## src/rtl/pfq_pkg.sv

```systemverilog
package pfq_pkg;
  localparam int INSTR_W  = 32;
  localparam int POS_W    = 4;

  typedef struct packed {
    logic             pop;
    logic             push;
    logic             upperOnly;
    logic [POS_W-1:0] writePos;
  } pfqStrobe_t;

  function automatic logic isBranchWord(input logic [INSTR_W-1:0] w);
    return (w[27:25] == 3'b101) && (w[31:28] != 4'hF);
  endfunction

  function automatic logic staticTaken(input logic [INSTR_W-1:0] w);
    return isBranchWord(w) && ((w[31:28] == 4'hE) || w[23]);
  endfunction
endpackage

```

## src/rtl/pfq_target_decode.sv

```systemverilog
module pfq_target_decode
  import pfq_pkg::*;
#(
  parameter int ADDR_W = 32
) (
  input  logic [INSTR_W-1:0] instr,
  input  logic [ADDR_W-1:0]  pc,
  output logic               isBranch,
  output logic               predTaken,
  output logic [ADDR_W-1:0]  target
);
  localparam int EXT_W = ADDR_W - 26;

  logic [ADDR_W-1:0] byteOffset;

  always_comb begin
    byteOffset = {{EXT_W{instr[23]}}, instr[23:0], 2'b00};
    target     = pc + ADDR_W'(8) + byteOffset;
    isBranch   = isBranchWord(instr);
    predTaken  = staticTaken(instr);
  end
endmodule

```

## src/rtl/pfq_datapath.sv

```systemverilog
module pfq_datapath
  import pfq_pkg::*;
#(
  parameter int ADDR_W = 32,
  parameter int DEPTH  = 4
) (
  input  logic                         clk,
  input  logic                         rstN,
  input  pfqStrobe_t                   strobe,
  input  logic [ADDR_W-1:0]            fetchAddr,
  input  logic [2*INSTR_W-1:0]         fetchData,
  output logic [1:0][INSTR_W-1:0]      laneInstr,
  output logic [1:0][ADDR_W-1:0]       lanePc,
  output logic [1:0]                   laneBranch,
  output logic [1:0]                   laneTaken,
  output logic [1:0][ADDR_W-1:0]       laneTarget,
  output logic [1:0]                   laneJudged
);
  localparam int SCAN = 2;

  logic [DEPTH-1:0][INSTR_W-1:0] instrQ;
  logic [DEPTH-1:0][ADDR_W-1:0]  pcQ;
  logic [DEPTH-1:0]              judgedQ;
  logic [DEPTH-1:0]              judgedMid;

  logic [INSTR_W-1:0] lowWord;
  logic [INSTR_W-1:0] highWord;
  logic [ADDR_W-1:0]  highPc;
  logic [POS_W-1:0]   writePosHi;

  assign lowWord    = fetchData[INSTR_W-1:0];
  assign highWord   = fetchData[2*INSTR_W-1:INSTR_W];
  assign highPc     = strobe.upperOnly ? fetchAddr : fetchAddr + ADDR_W'(4);
  assign writePosHi = strobe.writePos + POS_W'(1);

  genvar i;
  generate
    for (i = 0; i < DEPTH; i++) begin : gSlot
      localparam logic SCANNED = (i < SCAN);
      logic [INSTR_W-1:0] shInstr;
      logic [ADDR_W-1:0]  shPc;
      logic               shJudged;
      logic [INSTR_W-1:0] nxInstr;
      logic [ADDR_W-1:0]  nxPc;
      logic               nxJudged;

      assign judgedMid[i] = judgedQ[i] | SCANNED;

      if (i < DEPTH - 1) begin : gShift
        always_comb begin
          shInstr  = strobe.pop ? instrQ[i+1]    : instrQ[i];
          shPc     = strobe.pop ? pcQ[i+1]       : pcQ[i];
          shJudged = strobe.pop ? judgedMid[i+1] : judgedMid[i];
        end
      end else begin : gLast
        always_comb begin
          shInstr  = instrQ[i];
          shPc     = pcQ[i];
          shJudged = judgedMid[i];
        end
      end

      always_comb begin
        nxInstr  = shInstr;
        nxPc     = shPc;
        nxJudged = shJudged;
        if (strobe.push) begin
          if (strobe.upperOnly) begin
            if (strobe.writePos == POS_W'(i)) begin
              nxInstr  = highWord;
              nxPc     = highPc;
              nxJudged = 1'b0;
            end
          end else begin
            if (strobe.writePos == POS_W'(i)) begin
              nxInstr  = lowWord;
              nxPc     = fetchAddr;
              nxJudged = 1'b0;
            end else if (writePosHi == POS_W'(i)) begin
              nxInstr  = highWord;
              nxPc     = highPc;
              nxJudged = 1'b0;
            end
          end
        end
      end

      always_ff @(posedge clk) begin
        if (!rstN) begin
          instrQ[i]  <= '0;
          pcQ[i]     <= '0;
          judgedQ[i] <= 1'b0;
        end else begin
          instrQ[i]  <= nxInstr;
          pcQ[i]     <= nxPc;
          judgedQ[i] <= nxJudged;
        end
      end
    end

    for (i = 0; i < SCAN; i++) begin : gScan
      assign laneInstr[i]  = instrQ[i];
      assign lanePc[i]     = pcQ[i];
      assign laneJudged[i] = judgedQ[i];
      pfq_target_decode #(.ADDR_W(ADDR_W)) uDecode (
        .instr    (instrQ[i]),
        .pc       (pcQ[i]),
        .isBranch (laneBranch[i]),
        .predTaken(laneTaken[i]),
        .target   (laneTarget[i])
      );
    end
  endgenerate
endmodule

```

## src/rtl/pfq_control.sv

```systemverilog
module pfq_control
  import pfq_pkg::*;
#(
  parameter int DEPTH = 4
) (
  input  logic       clk,
  input  logic       rstN,
  input  logic       fetchValid,
  input  logic       fetchUpperOnly,
  input  logic       decReady,
  input  logic       mispredictValid,
  input  logic [1:0] laneTaken,
  input  logic [1:0] laneJudged,
  output pfqStrobe_t strobe,
  output logic       decValid,
  output logic       fetchFull,
  output logic       predRedirect,
  output logic       redirectFromB
);
  localparam int CNT_W = $clog2(DEPTH + 1);

  logic [CNT_W-1:0] cnt;
  logic [CNT_W-1:0] keepCnt;
  logic [CNT_W-1:0] afterPop;
  logic [CNT_W-1:0] cntNext;
  logic             hasA;
  logic             hasB;
  logic             redirA;
  logic             redirB;
  logic             accept;

  always_comb begin
    hasA      = cnt >= CNT_W'(1);
    hasB      = cnt >= CNT_W'(2);
    fetchFull = cnt > CNT_W'(DEPTH - 2);
    redirA    = hasA && !mispredictValid && laneTaken[0] && !laneJudged[0];
    redirB    = hasB && !mispredictValid && laneTaken[1] && !laneJudged[1] && !redirA;
    predRedirect  = redirA || redirB;
    redirectFromB = redirB;

    if (mispredictValid) keepCnt = '0;
    else if (redirA)     keepCnt = CNT_W'(1);
    else if (redirB)     keepCnt = CNT_W'(2);
    else                 keepCnt = cnt;

    decValid = hasA && !mispredictValid;
    strobe.pop = decValid && decReady;
    afterPop = keepCnt - (strobe.pop ? CNT_W'(1) : CNT_W'(0));

    accept = fetchValid && !fetchFull && !mispredictValid && !predRedirect;
    strobe.push      = accept;
    strobe.upperOnly = fetchUpperOnly;
    strobe.writePos  = POS_W'(afterPop);

    cntNext = afterPop;
    if (accept) cntNext = afterPop + (fetchUpperOnly ? CNT_W'(1) : CNT_W'(2));
  end

  always_ff @(posedge clk) begin
    if (!rstN) cnt <= '0;
    else       cnt <= cntNext;
  end

  assert_no_overflow_R10: assert property (@(posedge clk) disable iff (!rstN)
    cnt <= CNT_W'(DEPTH));

  assert_mispredict_clears_R9: assert property (@(posedge clk) disable iff (!rstN)
    mispredictValid |=> (cnt == '0));

  assert_flush_younger_R6: assert property (@(posedge clk) disable iff (!rstN)
    predRedirect |=> (cnt <= CNT_W'(2)));

  assert_single_redirect_R8: assert property (@(posedge clk) disable iff (!rstN)
    predRedirect |=> !predRedirect);
endmodule

```

## src/rtl/pfq_predictor.sv

```systemverilog
module pfq_predictor
  import pfq_pkg::*;
#(
  parameter int ADDR_W = 32,
  parameter int DEPTH  = 4
) (
  input  logic                 clk,
  input  logic                 rstN,
  input  logic                 fetchValid,
  input  logic [ADDR_W-1:0]    fetchAddr,
  input  logic [2*INSTR_W-1:0] fetchData,
  output logic                 fetchFull,
  output logic                 fetchRedirect,
  output logic [ADDR_W-1:0]    fetchRedirectPc,
  output logic                 decValid,
  input  logic                 decReady,
  output logic [INSTR_W-1:0]   decInstr,
  output logic [ADDR_W-1:0]    decPc,
  output logic                 decIsBranch,
  output logic                 decPredTaken,
  output logic [ADDR_W-1:0]    decTarget,
  input  logic                 mispredictValid,
  input  logic [ADDR_W-1:0]    mispredictPc
);
  pfqStrobe_t                strobe;
  logic [1:0][INSTR_W-1:0]   laneInstr;
  logic [1:0][ADDR_W-1:0]    lanePc;
  logic [1:0]                laneBranch;
  logic [1:0]                laneTaken;
  logic [1:0][ADDR_W-1:0]    laneTarget;
  logic [1:0]                laneJudged;
  logic                      predRedirect;
  logic                      redirectFromB;

  pfq_control #(.DEPTH(DEPTH)) uCtrl (
    .clk            (clk),
    .rstN           (rstN),
    .fetchValid     (fetchValid),
    .fetchUpperOnly (fetchAddr[2]),
    .decReady       (decReady),
    .mispredictValid(mispredictValid),
    .laneTaken      (laneTaken),
    .laneJudged     (laneJudged),
    .strobe         (strobe),
    .decValid       (decValid),
    .fetchFull      (fetchFull),
    .predRedirect   (predRedirect),
    .redirectFromB  (redirectFromB)
  );

  pfq_datapath #(.ADDR_W(ADDR_W), .DEPTH(DEPTH)) uData (
    .clk       (clk),
    .rstN      (rstN),
    .strobe    (strobe),
    .fetchAddr (fetchAddr),
    .fetchData (fetchData),
    .laneInstr (laneInstr),
    .lanePc    (lanePc),
    .laneBranch(laneBranch),
    .laneTaken (laneTaken),
    .laneTarget(laneTarget),
    .laneJudged(laneJudged)
  );

  always_comb begin
    fetchRedirect   = mispredictValid || predRedirect;
    fetchRedirectPc = mispredictValid ? mispredictPc
                    : (redirectFromB ? laneTarget[1] : laneTarget[0]);
    decInstr     = laneInstr[0];
    decPc        = lanePc[0];
    decIsBranch  = laneBranch[0];
    decPredTaken = laneTaken[0];
    decTarget    = laneTarget[0];
  end

  assert_hold_head_R2: assert property (@(posedge clk) disable iff (!rstN)
    (decValid && !decReady) |=> (mispredictValid ||
      (decValid && $stable(decPc) && $stable(decInstr))));

  assert_mispredict_wins_R9: assert property (@(posedge clk) disable iff (!rstN)
    mispredictValid |-> (fetchRedirect && !decValid && fetchRedirectPc == mispredictPc));
endmodule

```

## config.mk

```make
export PLATFORM = sky130hd
export DESIGN_NAME = pfq_predictor
export DESIGN_NICKNAME = d
export VERILOG_FILES = /design/src/rtl/pfq_pkg.sv /design/src/rtl/pfq_target_decode.sv /design/src/rtl/pfq_datapath.sv /design/src/rtl/pfq_control.sv /design/src/rtl/pfq_predictor.sv
export SDC_FILE = /design/constraint.sdc
export NUM_CORES = 1
export LEC_CHECK = 0
export CORE_MARGIN = 3
export CORE_UTILIZATION = 38
export DETAILED_ROUTE_END_ITERATION = 12
export DONT_BUFFER_PORTS = 1
export GPL_TIMING_DRIVEN = 0
export PLACE_DENSITY = 0.54
export SYNTH_ARGS = -nofsm -noshare
export SYNTH_HDL_FRONTEND = slang
export SYNTH_SLANG_ARGS = --single-unit
export TNS_END_PERCENT = 50
```

## constraint.sdc

```tcl
create_clock -name clk -period 4.8 [get_ports clk]
set_input_delay 0.48 -clock clk [delete_from_list [all_inputs] [get_ports clk]]
set_output_delay 0.48 -clock clk [all_outputs]
set_load 0.05 [all_outputs]
```

==> results of run 1 <==
==> cells by family after synthesis <==
| logic type | count (synthesis) | synth area share (%) |
|---|---|---|
| AOI/OAI and AO/OA | 607 | 25.1 |
| buffers and inverters | 296 | 8.15 |
| DFF | 262 | 29.8 |
| adders and majority gates | 121 | 8.74 |
| muxes | 67 | 3.81 |
| and+or+nand+nor | 864 | 22.0 |
| xor gates and xnor gates | 49 | 2.44 |
==> through the flow <==
| step | power (mW) | setup slack, ns |
|---|---|---|
| 2_1_floorplan | 4.16 | 0.0924 |
| 4_1_cts | 7.00 | -0.242 |
| 5_1_grt | 7.31 | -0.0563 |
| 3_3_place_gp | 4.69 | -2.47 |
| 3_5_place_dp | 4.71 | -2.48 |
| 6_report | 7.04 | 0.0893 |
==> power groups by stage <==
stage          logic [mW]  registers (mW)  clock network (mW)
4_1_cts              2.21            2.54                2.24
5_1_grt              2.43            2.56                2.32
3_5_place_dp         2.11            2.59                   0
6_report             2.27            2.55                2.22
3_3_place_gp         2.09            2.59                   0
2_1_floorplan        1.71            2.45                   0
==> worst max-delay path by stage <==
stage	to	slack (ns)	depth (start not counted)
4_1_cts	fetchRedirectPc[26]	-0.24	10
3_3_place_gp	uData.gSlot[3].shInstr[15]	-2.47	20
5_1_grt	fetchRedirectPc[28]	-0.06	12
3_5_place_dp	uData.gSlot[3].shInstr[22]	-2.48	20
6_report	fetchRedirectPc[28]	0.09	12
2_1_floorplan	fetchRedirectPc[29]	0.09	15
==> routing by layer <==
layer	global-route usage, %	wire, um	up-vias
li1	-	-	8080
met3	6.08	6330	112
met2	48.0	34400	784
met4	8.31	2110	2
met1	38.9	32400	8481
met5	0	14	-
==> area by class of cell <==
type,count,area [sq um]
flip-flops and latches,262,5270
well taps,600,751
inverters,68,262
fillers,4677,25500
clock inverters,5,53.8
diodes,1,2.50
repair buffers,11,95.1
clock buffers,48,857
plain buffers,223,1190
multi-input cells,1708,11600
==> cell usage after synthesis, types with 66 or more instances <==
| cell | instances |
|---|---|
| nand2_1 | 478 |
| dfxtp_1 | 262 |
| nand3_1 | 135 |
| a21oi_1 | 124 |
| clkbuf_1 | 121 |
| ha_1 | 118 |
| nor2_1 | 106 |
| o211a_1 | 98 |
| o21ai_0 | 76 |
| buf_4 | 67 |
| mux2i_1 | 67 |
| inv_1 | 66 |
==> sequential cells by signal, indices dropped and copies added (netlist names) <==
signal,cells
uData.laneInstr,64
uData.lanePc,64
uData.gSlot.shInstr,32
uData.gSlot.shPc,32
uData.instrQ,32
uData.pcQ,32
uCtrl.cnt,3
uData.laneJudged,2
uData.judgedMid,1
==> repair_timing <==
action,CTS,global route
gates resized for setup,77,59
endpoints found under the hold margin,0,0
setup endpoints to repair,300,213
setup buffers,5,6
pin swaps,9,14
==> worst max-delay path, stage by stage, from the launching register on <==
cell	delay, ns
dfxtp_1	0.46
ha_1	0.28
ha_1	0.39
o21ai_0	0.19
o21ai_2	0.26
a211oi_4	0.11
buf_4	0.16
o211a_1	0.27
o31ai_4	0.42
nand2_1	0.17
nor4b_1	0.31
o31ai_1	0.13
o211ai_1	0.51
==> impl_metrics.toml, run 1 <==
[status]
status = "finished clean"

[place]
portBuffers = 0
dp_cells = 2866
routabilityCongestion = 0.946
dp_hpwl_um = 58100
dpl_cell_area_sq_um = 18400

[clock_tree]
ctsHoldBuffers = 0
clk_pin_slew_ns = 0.07
clock_path_buffers = 3
cts_tree = "done"
clockRootBuffer = "clkbuf_16"
cts_max_level = 1
worstSkewPairLatency_ns = 0.57
cts_buffers = 29
cts_sinks = 262

[critical_path]
crit_type = "flop to output pin"
crit_required_ns = 4.32
worstPathMaxFanout = 4
arrival_ns = 4.23
crit_start = "uData.laneInstr[3]"
rr_worst_depth = 19
reg2reg_from = "uCtrl.cnt[2]"
reg2reg_slack_ns = 0.26
timing.rr.end = "uData.laneInstr[11]"
cp-start-kind = "flop"
crit_path_end_kind = "output pin"

[yosys]
synth_async_sr_flop_share_pct = 0
syn_nets = 2520
synth_area_sq_um = 17600
seq_area_frac_synth_pct = 29.8
ys.flop_type = "dfxtp_1"
ys_seq_elements = 262
synth.distinct_cells = 76
yosys_warnings = 0
synth_top_cell_area_share_pct = 29.8
synth_area_leaders = "dfxtp_1 30%, nand2_1 10%, ha_1 8.4%"
synth_top_area_cell = "dfxtp_1"
synth_area_per_cell_sq_um = 7.76
synth_edf_count = 0
synth_cells = 2266

[timing]
timing.slew.headroom_pct = 2.98
whs_ns = 0.0501
timing.setup.tns_ns = 0
finClkSkew_ns = 0.0236
grt_setup_unrepaired = "yes"
finalSetupViolations = 0
tightest_slew_ns = 1.46
min_period_over_period_pct = 98.1
hold_viol = 0
period_needed_ns = 4.71
fmax_mhz = 212
slew_violations = 0

[drt]
route.detailed.drc = 0
drtIter0Drc = 1570
viasPerCell = 5.97
num_vias = 17500
avgRoutedWirePerCell_um = 25.7
drtAntennaViolNets = 0
drt_pre_antenna_iters = 8
drt-total-wl_um = 75200

[min_path]
hold_path_class = "input pin to flop"
hold_path_depth = 2
hold_end = "uData.gSlot[3].shPc[11]"
hold_path_startpoint = "fetchAddr[11]"

[floorplan]
die_h_um = 221
die_x_um = 221
initial_core_util_pct = 38.6
num_rows = 78
pin_count = 266
core_sq_um = 45600
die_area_sq_um = 48900

[power]
seqPwrFrac_pct = 36.2
p_clk_share_pct = 31.5
p_int_mw = 4.28
leakage_nw = 8.96
swShare_pct = 39.3
p_sw_mw = 2.77
irDropWorstVdd_mv = 0.265
p_comb_share_pct = 32.3
p_per_area_nw_per_um2 = 351

[final_layout]
postLayoutCellArea_sq_um = 20100
final_cell_mix = "476 x nand2_1, 250 x dfxtp_1, 135 x nand3_1"
drive_gt1_share_pct = 12.3
fin_util_pct = 44.0
layout_commonest_cell = "nand2_1"
synthToLayoutAreaGrowth_pct = 14.0
nets = 2557
final_cells = 2926

[grt]
antenna_found_initial = 4
grt_use_total_pct = 29.2
grt-ovfl-total = 0
grt_max_degree = 20
grt_pass1_wl_um = 110000
grt_pass1_vias = 16700

[flow_run]
maxCapViolations = 0
No activity file was read; power rests on OpenSTA's default activity.
==> run 2, diff against run 1 <==
Settings changed: PLACE_DENSITY 0.54 to 0.58.
==> impl_metrics.toml, run 2 (synthesized netlist as in run 1, its figures left out) <==
[critical_path]
worstPathMaxFanout = 10
crit_required_ns = 4.32
crit_type = "flop to output pin"
arrival_ns = 4.25
crit_path_end_kind = "output pin"
cp-start-kind = "flop"

[clock_tree]
worstSkewPairLatency_ns = 0.58
cts_sinks = 262
cts_tree = "done"
clock_path_buffers = 3
ctsHoldBuffers = 0
clk_pin_slew_ns = 0.07
cts_buffers = 29
cts_max_level = 1
clockRootBuffer = "clkbuf_16"

[drt]
wl_met3_um = 6480
viasPerCell = 5.99
drtIter0Drc = 1695
num_vias = 17500
drt-total-wl_um = 73200
met2WireLength_um = 32400
drt_pre_antenna_iters = 5
wl_met1_um = 30900
top_layer = "met4"
drtAntennaViolNets = 0
route.detailed.drc = 0
avgRoutedWirePerCell_um = 25.1

[grt]
grt_pass1_wl_um = 108000
grt_max_degree = 20
grt_use_total_pct = 28.4
grt_pass1_vias = 16500
grt-ovfl-total = 0
antenna_found_initial = 1

[power]
p_total_mw = 7.24
swShare_pct = 38.3
leakage_nw = 9.03
p_int_mw = 4.47
p_comb_share_pct = 31.4
seqPwrFrac_pct = 35.1
p_sw_mw = 2.77
p_per_area_nw_per_um2 = 360
p_clk_share_pct = 33.5
irDropWorstVdd_mv = 0.211

[place]
dp_cells = 2866
portBuffers = 0
dp_hpwl_um = 56500
dpl_cell_area_sq_um = 18400
routabilityCongestion = 0.961

[timing]
period_needed_ns = 4.73
finalSetupViolations = 0
fmax_mhz = 211
finClkSkew_ns = 0.0328
timing.slew.headroom_pct = 7.74
min_period_over_period_pct = 98.5
tightest_slew_ns = 1.37
slew_violations = 0
hold_viol = 0

[flow_run]
maxCapViolations = 0

[final_layout]
final_cells = 2921
postLayoutCellArea_sq_um = 20100
nets = 2552
final_cell_mix = "476 x nand2_1, 246 x dfxtp_1, 134 x nand3_1"
drive_gt1_share_pct = 13.0
fillers = 4569
layout_commonest_cell = "nand2_1"
synthToLayoutAreaGrowth_pct = 14.4

[floorplan]
die_area_sq_um = 48900
pin_count = 266
die_x_um = 221
initial_core_util_pct = 38.6
die_h_um = 221
core_sq_um = 45600
num_rows = 78

[status]
status = "finished clean"

[min_path]
hold_path_class = "input pin to flop"
## run 2: worst max-delay path, stage by stage, from the launching register on
cell	delay, ns
dfxtp_2	0.55
mux2i_1	0.23
nor4_1	0.60
nand2_1	0.54
buf_1	0.57
nor2_1	0.29
a21oi_1	0.07
o21ai_1	0.81
## run 2: path summary, 6_finish.rpt
check / startpoint / to / cells after the start / slack, ns
min reg2reg: uData.judgedMid[2] / uData.judgedMid[2] / 2 / 0.44
min: fetchAddr[28] / uData.gSlot[3].shPc[28] / 2 / 0.03
max reg2reg: uData.laneInstr[31] / uData.laneInstr[36] / 18 / 0.27
max: uData.laneInstr[55] / fetchRedirectPc[9] / 7 / 0.07
## run 2: timing repair
item,4_1_cts,5_1_grt
pin swaps,10,16
gates resized for setup,88,67
buffers inserted,2,2
setup endpoints to repair,297,213
## run 2: power groups by stage
stage / clock, mW / sequential [mW] / combinational [mW]
floorplan: 0 / 2.45 / 1.71
global placement: 0 / 2.58 / 2.08
detailed placement: 0 / 2.58 / 2.11
CTS: 2.45 / 2.54 / 2.22
global route: 2.54 / 2.55 / 2.43
finish: 2.43 / 2.54 / 2.27
## run 2: per-layer routing
metal | global-route usage, % | vias up
li1 | - | 8065
met5 | 0 | -
met2 | 45.3 | 816
met3 | 6.25 | 133
met4 | 11.3 | 0
met1 | 37.4 | 8485
## run 2: per-stage QoR
step | setup WS, ns | setup TNS, ns | hold slack (ns) | utilization, %
floorplan | 0.0924 | 0 | 0.410 | -
global placement | -2.52 | -522.83 | 0.424 | 40.3
detailed placement | -2.50 | -525.72 | 0.428 | 40.3
CTS | -0.120 | -0.613 | 0.0181 | 43.6
global route | -0.00371 | -0.00520 | 0.0315 | 44.2
finish | 0.0704 | 0 | 0.0338 | 44.2
## run 2: layout make-up
class | count | area [sq um] | area share [%]
multi-input combinational | 1708 | 11600 | 57.5
clock inverter | 9 | 149 | 0.740
timing repair buffer | 5 | 45.0 | 0.224
buffer | 224 | 1210 | 6.00
inverter | 68 | 259 | 1.29
antenna | 1 | 2.50 | 0.0124
clock buffer | 44 | 872 | 4.33
sequential | 262 | 5270 | 26.2
tap | 600 | 751 | 3.73
